`config.mk`:
```
export PLATFORM = sky130hd
export DESIGN_NAME = updn_evt_cnt
export DESIGN_NICKNAME = d
export VERILOG_FILES = /design/src/rtl/updn_evt_pkg.sv /design/src/rtl/updn_sync.sv /design/src/rtl/updn_edge.sv /design/src/rtl/updn_core.sv /design/src/rtl/updn_evt_cnt.sv
export SDC_FILE = /design/constraint.sdc
export NUM_CORES = 1
export LEC_CHECK = 0
export CORE_MARGIN = 2
export CORE_UTILIZATION = 45
export DETAILED_ROUTE_END_ITERATION = 6
export MAX_ROUTING_LAYER = met4
export PLACE_DENSITY = 0.76
export SKIP_CTS_REPAIR_TIMING = 1
export SLEW_MARGIN = 20
export SYNTH_ARGS = -nofsm -noshare
export SYNTH_HDL_FRONTEND = slang
export SYNTH_SLANG_ARGS = --single-unit
```
`constraint.sdc`:
```
create_clock -name clk_i -period 2.22 [get_ports clk_i]
set_input_delay 0.444 -clock clk_i [delete_from_list [all_inputs] [get_ports clk_i]]
set_output_delay 0.444 -clock clk_i [all_outputs]
set_load 0.03 [all_outputs]
```
`src/rtl/updn_evt_pkg.sv`:
```
package updn_evt_pkg;
  typedef enum logic [1:0] {
    ADDR_CNT  = 2'd0,
    ADDR_CTRL = 2'd1,
    ADDR_STAT = 2'd2
  } reg_addr_e;
endpackage

```
`src/rtl/updn_sync.sv`:
```
module updn_sync #(
  parameter int unsigned STAGES = 2
) (
  input  logic clk_i,
  input  logic rst_ni,
  input  logic d_i,
  output logic q_o
);
  logic [STAGES-1:0] stg_q;

  for (genvar g = 0; g < STAGES; g++) begin : g_stg
    always_ff @(posedge clk_i or negedge rst_ni) begin
      if (!rst_ni) stg_q[g] <= 1'b0;
      else if (g == 0) stg_q[g] <= d_i;
      else stg_q[g] <= stg_q[(g == 0) ? 0 : g-1];
    end
  end

  assign q_o = stg_q[STAGES-1];
endmodule

```
`src/rtl/updn_edge.sv`:
```
module updn_edge (
  input  logic clk_i,
  input  logic rst_ni,
  input  logic lvl_i,
  output logic stb_o
);
  logic prev_q;

  always_ff @(posedge clk_i or negedge rst_ni) begin
    if (!rst_ni) prev_q <= 1'b0;
    else prev_q <= lvl_i;
  end

  // any level change, rising or falling
  assign stb_o = lvl_i ^ prev_q;
endmodule

```
`src/rtl/updn_core.sv`:
```
module updn_core
  import updn_evt_pkg::*;
#(
  parameter int unsigned CNT_W = 16
) (
  input  logic             clk_i,
  input  logic             rst_ni,
  input  logic             stb_i,
  input  logic             dir_i,
  input  logic             wr_en_i,
  input  logic [1:0]       wr_addr_i,
  input  logic [CNT_W-1:0] wr_data_i,
  output logic [CNT_W-1:0] cnt_o,
  output logic             en_o,
  output logic             flag_o,
  output logic             irq_o
);
  localparam logic [CNT_W-1:0] CNT_MAX = {CNT_W{1'b1}};
  localparam logic [CNT_W-1:0] CNT_MIN = '0;

  logic [CNT_W-1:0] cnt_q;
  logic en_q, flag_q, irq_q;
  logic wr_cnt, wr_ctl, wr_clr, step, wrap;

  assign wr_cnt = wr_en_i && (wr_addr_i == ADDR_CNT);
  assign wr_ctl = wr_en_i && (wr_addr_i == ADDR_CTRL);
  assign wr_clr = wr_en_i && (wr_addr_i == ADDR_STAT) && wr_data_i[0];
  assign step   = stb_i && en_q && !wr_cnt;
  assign wrap   = step && (dir_i ? (cnt_q == CNT_MIN) : (cnt_q == CNT_MAX));

  always_ff @(posedge clk_i or negedge rst_ni) begin
    if (!rst_ni) begin
      cnt_q  <= '0;
      en_q   <= 1'b0;
      flag_q <= 1'b0;
      irq_q  <= 1'b0;
    end else begin
      if (wr_cnt)    cnt_q <= wr_data_i;
      else if (step) cnt_q <= dir_i ? cnt_q - 1'b1 : cnt_q + 1'b1;
      if (wr_ctl) en_q <= wr_data_i[0];
      if (wrap)        flag_q <= 1'b1;
      else if (wr_clr) flag_q <= 1'b0;
      irq_q <= wrap;
    end
  end

  assign cnt_o  = cnt_q;
  assign en_o   = en_q;
  assign flag_o = flag_q;
  assign irq_o  = irq_q;
endmodule

```
`src/rtl/updn_evt_cnt.sv`:
```
module updn_evt_cnt #(
  parameter int unsigned CNT_W       = 16,
  parameter int unsigned SYNC_STAGES = 2
) (
  input  logic             clk_i,
  input  logic             rst_ni,
  input  logic             evt_i,
  input  logic             dir_i,
  input  logic             wr_en_i,
  input  logic [1:0]       wr_addr_i,
  input  logic [CNT_W-1:0] wr_data_i,
  output logic [CNT_W-1:0] count_o,
  output logic             en_o,
  output logic             flag_o,
  output logic             irq_o
);
  logic evt_s, dir_s, evt_stb;

  updn_sync #(.STAGES(SYNC_STAGES)) u_sync_evt (
    .clk_i(clk_i), .rst_ni(rst_ni), .d_i(evt_i), .q_o(evt_s)
  );
  updn_sync #(.STAGES(SYNC_STAGES)) u_sync_dir (
    .clk_i(clk_i), .rst_ni(rst_ni), .d_i(dir_i), .q_o(dir_s)
  );
  updn_edge u_edge (
    .clk_i(clk_i), .rst_ni(rst_ni), .lvl_i(evt_s), .stb_o(evt_stb)
  );
  updn_core #(.CNT_W(CNT_W)) u_core (
    .clk_i    (clk_i),
    .rst_ni   (rst_ni),
    .stb_i    (evt_stb),
    .dir_i    (dir_s),
    .wr_en_i  (wr_en_i),
    .wr_addr_i(wr_addr_i),
    .wr_data_i(wr_data_i),
    .cnt_o    (count_o),
    .en_o     (en_o),
    .flag_o   (flag_o),
    .irq_o    (irq_o)
  );
endmodule

```
==> impl_metrics.csv <==
group,metric,value,unit
status,outcome,"finished, violations left",
status,violations,"setup timing",
floorplanning,die-area,0.00445,mm2
setup_path,critPathLaunch,"u_sync_dir.q_o",
global_routing,grt_max_degree,25,
layout,syn2layout_area_growth,51.2,%
power_and_ir_drop,power.total,3970,uW
global_routing,globalRouteTotalUtil,23.4,%
min_path,min_path_type,"flop to flop",
power_and_ir_drop,p_int,2150,uW
floorplanning,core_area,0.00372,mm2
route,wl_met1,2200,um
setup_path,reg2reg_from,"u_sync_dir.q_o",
yosys,synthArstFlopShare,100,%
yosys,synth_cells,205,
yosys,dominantRegCellSynth,"dfrtp_1",
job,maxCapViolations,0,
sta,setup_ws,-0.0278,ns
clock_tree,cts.sinks,24,
clock_tree,cts_tree,"built",
route,wl_per_cell,16.1,um
floorplanning,initial_utilization,47.6,%
setup_path,r2r_cells,9,
setup_path,worstSetupPathType,"flop to flop",
floorplanning,io_pins,42,
route,drt_iter0_markers,93,
setup_path,cp.depth,9,
yosys,syn_area,0.00177,mm2
layout,fillers,292,
route,highest_layer,"met4",
global_routing,antenna_found_initial,0,
clock_tree,htreeDepth,1,
clock_tree,clock_latency,0.28,ns
clock_tree,cts_buffers,3,
clock_tree,cts_root_buffer,"clkbuf_8",
layout,layout.nets,306,
yosys,synth_edf_count,0,
setup_path,path_buf_inv,1,
yosys,synth_top_area_share,34.0,%
sta,maxSlewHeadroom,73.5,%
layout,seq_area,604,um2
setup_path,startpoint_type,"flop",
route,routed_via_density,5.76,
floorplanning,dieWidth,66.7,um
sta,worst_pin_slew,0.395,ns
setup_path,path_delay_family,"compound AO/OA/AOI/OAI gates",
power_and_ir_drop,power.share.sequential,19.7,%
sta,fmax,445,MHz
placement,gp_congestion,0.891,
yosys,ys_seq_area_share,34.0,%
floorplanning,die_y,66.7,um
route,wl_met3,292,um
sta,period_share,101,%
route,vias,1814,
setup_path,critPathSlowestCell,"dfrtp_2",
yosys,ys_types,44,
floorplanning,num_rows,22,
layout,multi_input_area,0.00134,mm2
power_and_ir_drop,leakage,0.00104,uW
layout,num_antenna_cells,0,
sta,fin_crit,2.25,ns
yosys,synth_area_leaders,"dfrtp_1 34%, ha_1 9.9%, a21oi_1 5.4%, nand2_1 5.3%, o21ai_0 4.8%",
setup_path,critPathArrivalTime,2.41,ns
setup_path,rrSetupSlack,-0.03,ns
setup_path,crit_chain,"buf_4 -> ha_1 -> nand3_1 -> nand2_2 -> a31oi_4 -> o41ai_2 -> o21ai_0 -> a31oi_1 -> o21ai_1",
power_and_ir_drop,power.share.switching,46.0,%
route,wl,5070,um
global_routing,grt_pass1_wl,7570,um
sta,rsz0062_at_grt,"yes",
sta,fin_tns_setup,-0.0278,ns
power_and_ir_drop,peakVddDrop,0.000746,V
sta,hold_violations,0,
setup_path,required,2.38,ns
yosys,yosys.area.top_type,"dfrtp_1",
global_routing,grt_pass1_vias,1647,
power_and_ir_drop,power.density,1490,mW/mm2
clock_tree,clockBufferDepth,2,
route,wl_met2,2480,um
route,ant_nets,0,
placement,dp.final_hpwl,3560,um
yosys,synth_commonest_cells,"25 x nand2_1, 24 x dfrtp_1, 19 x a21oi_1, 17 x nor2_1, 17 x o21ai_0",
setup_path,endpoint_kind,"flop",
power_and_ir_drop,clockPowerShare,10.1,%
layout,drive_gt1_share,26.2,%
yosys,synth.ff_latch_count,24,
yosys,synth_nets,243,
route,firstDrtPassIters,4,
setup_path,rr_endpoint,"u_core.cnt_o[13]",
setup_path,endpoint,"u_core.cnt_o[13]",
sta,maxSlewViolCount,0,
placement,dp_slack,-0.0181,ns
yosys,synth.most_common_cell,"nand2_1",
setup_path,slowest_delay,0.48,ns
power_and_ir_drop,p_switching,1820,uW
yosys,synth_area_per_cell,8.62,um2
route,drcViolationCount,0,
global_routing,grt_overflow,0,
setup_path,path_max_fanout,7,
clock_tree,clk_pin_slew,0.09,ns
yosys,yosys_warnings,0,
power_and_ir_drop,combPwrFrac,70.2,%
sta,setup_viol,1,
layout,final_core_util,72.0,%
placement,io_buffers,41,
sta,fin_worst_skew,0.00616,ns
-- worst reg2reg max path: stages, from the launching register on --
cell	delay (ns)
dfrtp_2	0.48
buf_4	0.19
ha_1	0.27
nand3_1	0.08
nand2_2	0.15
a31oi_4	0.12
o41ai_2	0.37
o21ai_0	0.15
a31oi_1	0.23
o21ai_1	0.09
-- power groups by stage --
stage	Sequential (uW)	Clock [uW]	Combinational (uW)
3_3_place_gp	748	0	2390
4_1_cts	743	404	2430
6_report	783	402	2790
2_1_floorplan	1080	0	1210
5_1_grt	808	424	2980
3_5_place_dp	750	0	2420
-- how the worst min path moves through the flow --
stage | from | endpoint | slack (ns) | cells past startpoint
CTS | u_sync_dir.stg_q[0] | u_sync_dir.q_o | 0.36 | 0
finish | u_sync_dir.stg_q[0] | u_sync_dir.q_o | 0.35 | 0
detailed placement | u_sync_dir.stg_q[0] | u_sync_dir.q_o | 0.33 | 0
global route | u_sync_dir.stg_q[0] | u_sync_dir.q_o | 0.36 | 0
floorplan | rst_ni | u_core.cnt_o[0] | 0.15 | 0
global placement | u_sync_evt.stg_q[0] | u_sync_evt.q_o | 0.33 | 0
-- flip-flops by register name, indices dropped and copies added, names as in the netlist --
register / cells
u_sync_evt.stg_q: 1
u_core.cnt_o: 16
u_sync_dir.q_o: 1
u_core.irq_o: 1
u_edge.prev_q: 1
u_sync_dir.stg_q: 1
u_core.flag_o: 1
u_core.en_o: 1
u_sync_evt.q_o: 1
-- cells in the final DEF (no fill, tap or decap), types with 2 or more instances in the layout --
cell	count
ha_4	9
nand3_1	3
nand4_1	6
dfrtp_2	3
a21oi_2	7
a211oi_2	2
and2_1	2
nor4_1	5
nor2_2	2
o21ai_0	16
inv_1	3
clkdlybuf4s50_1	41
clkbuf_8	3
a31oi_1	4
o211ai_1	2
dfrtp_1	21
nor2_1	16
nand2_1	23
o21ai_1	4
ha_1	4
xor2_1	6
o21a_1	3
nand2_2	5
o21ai_2	3
xnor2_1	7
a21o_1	3
a21oi_1	13
buf_4	22
mux2i_1	3
or3_1	2
nor3_1	4
a21oi_4	2
-- through the flow --
stage / cells / area [um2] / hold WS [ns]
finish: 315 / 2670 / 0.354
global route: 315 / 2670 / 0.361
CTS: 315 / 2470 / 0.355
detailed placement: 311 / 2400 / 0.335
global placement: 311 / 2400 / 0.333
floorplan: 205 / 1780 / 0.148
-- layout make-up --
| class | instances | share of cell area (%) |
|---|---|---|
| well taps | 48 | 2.25 |
| repair buffers | 64 | 21.9 |
| multi-input cells | 172 | 50.1 |
| clock inverters | 1 | 1.12 |
| clock buffers | 3 | 1.54 |
| inverters | 3 | 0.421 |
| flip-flops and latches | 24 | 22.6 |
-- metal layers --
| metal | GRT usage [%] | vias up |
|---|---|---|
| li1 | - | 877 |
| met4 | 8.16 | 0 |
| met5 | - | - |
| met2 | 38.9 | 70 |
| met1 | 29.6 | 858 |
| met3 | 2.87 | 9 |
-- cells by family after synthesis --
kind of cell / Yosys count / synth area share (%)
AND/OR/NAND/NOR: 73 / 20.0
AO/OA/AOI/OAI: 67 / 24.3
XOR/XNOR: 13 / 6.44
flip-flops: 24 / 34.0
adder cells (fa/ha/maj): 15 / 11.0
buffers and inverters: 9 / 1.98
multiplexers: 4 / 2.34
No activity file was read; power rests on OpenSTA's default activity.
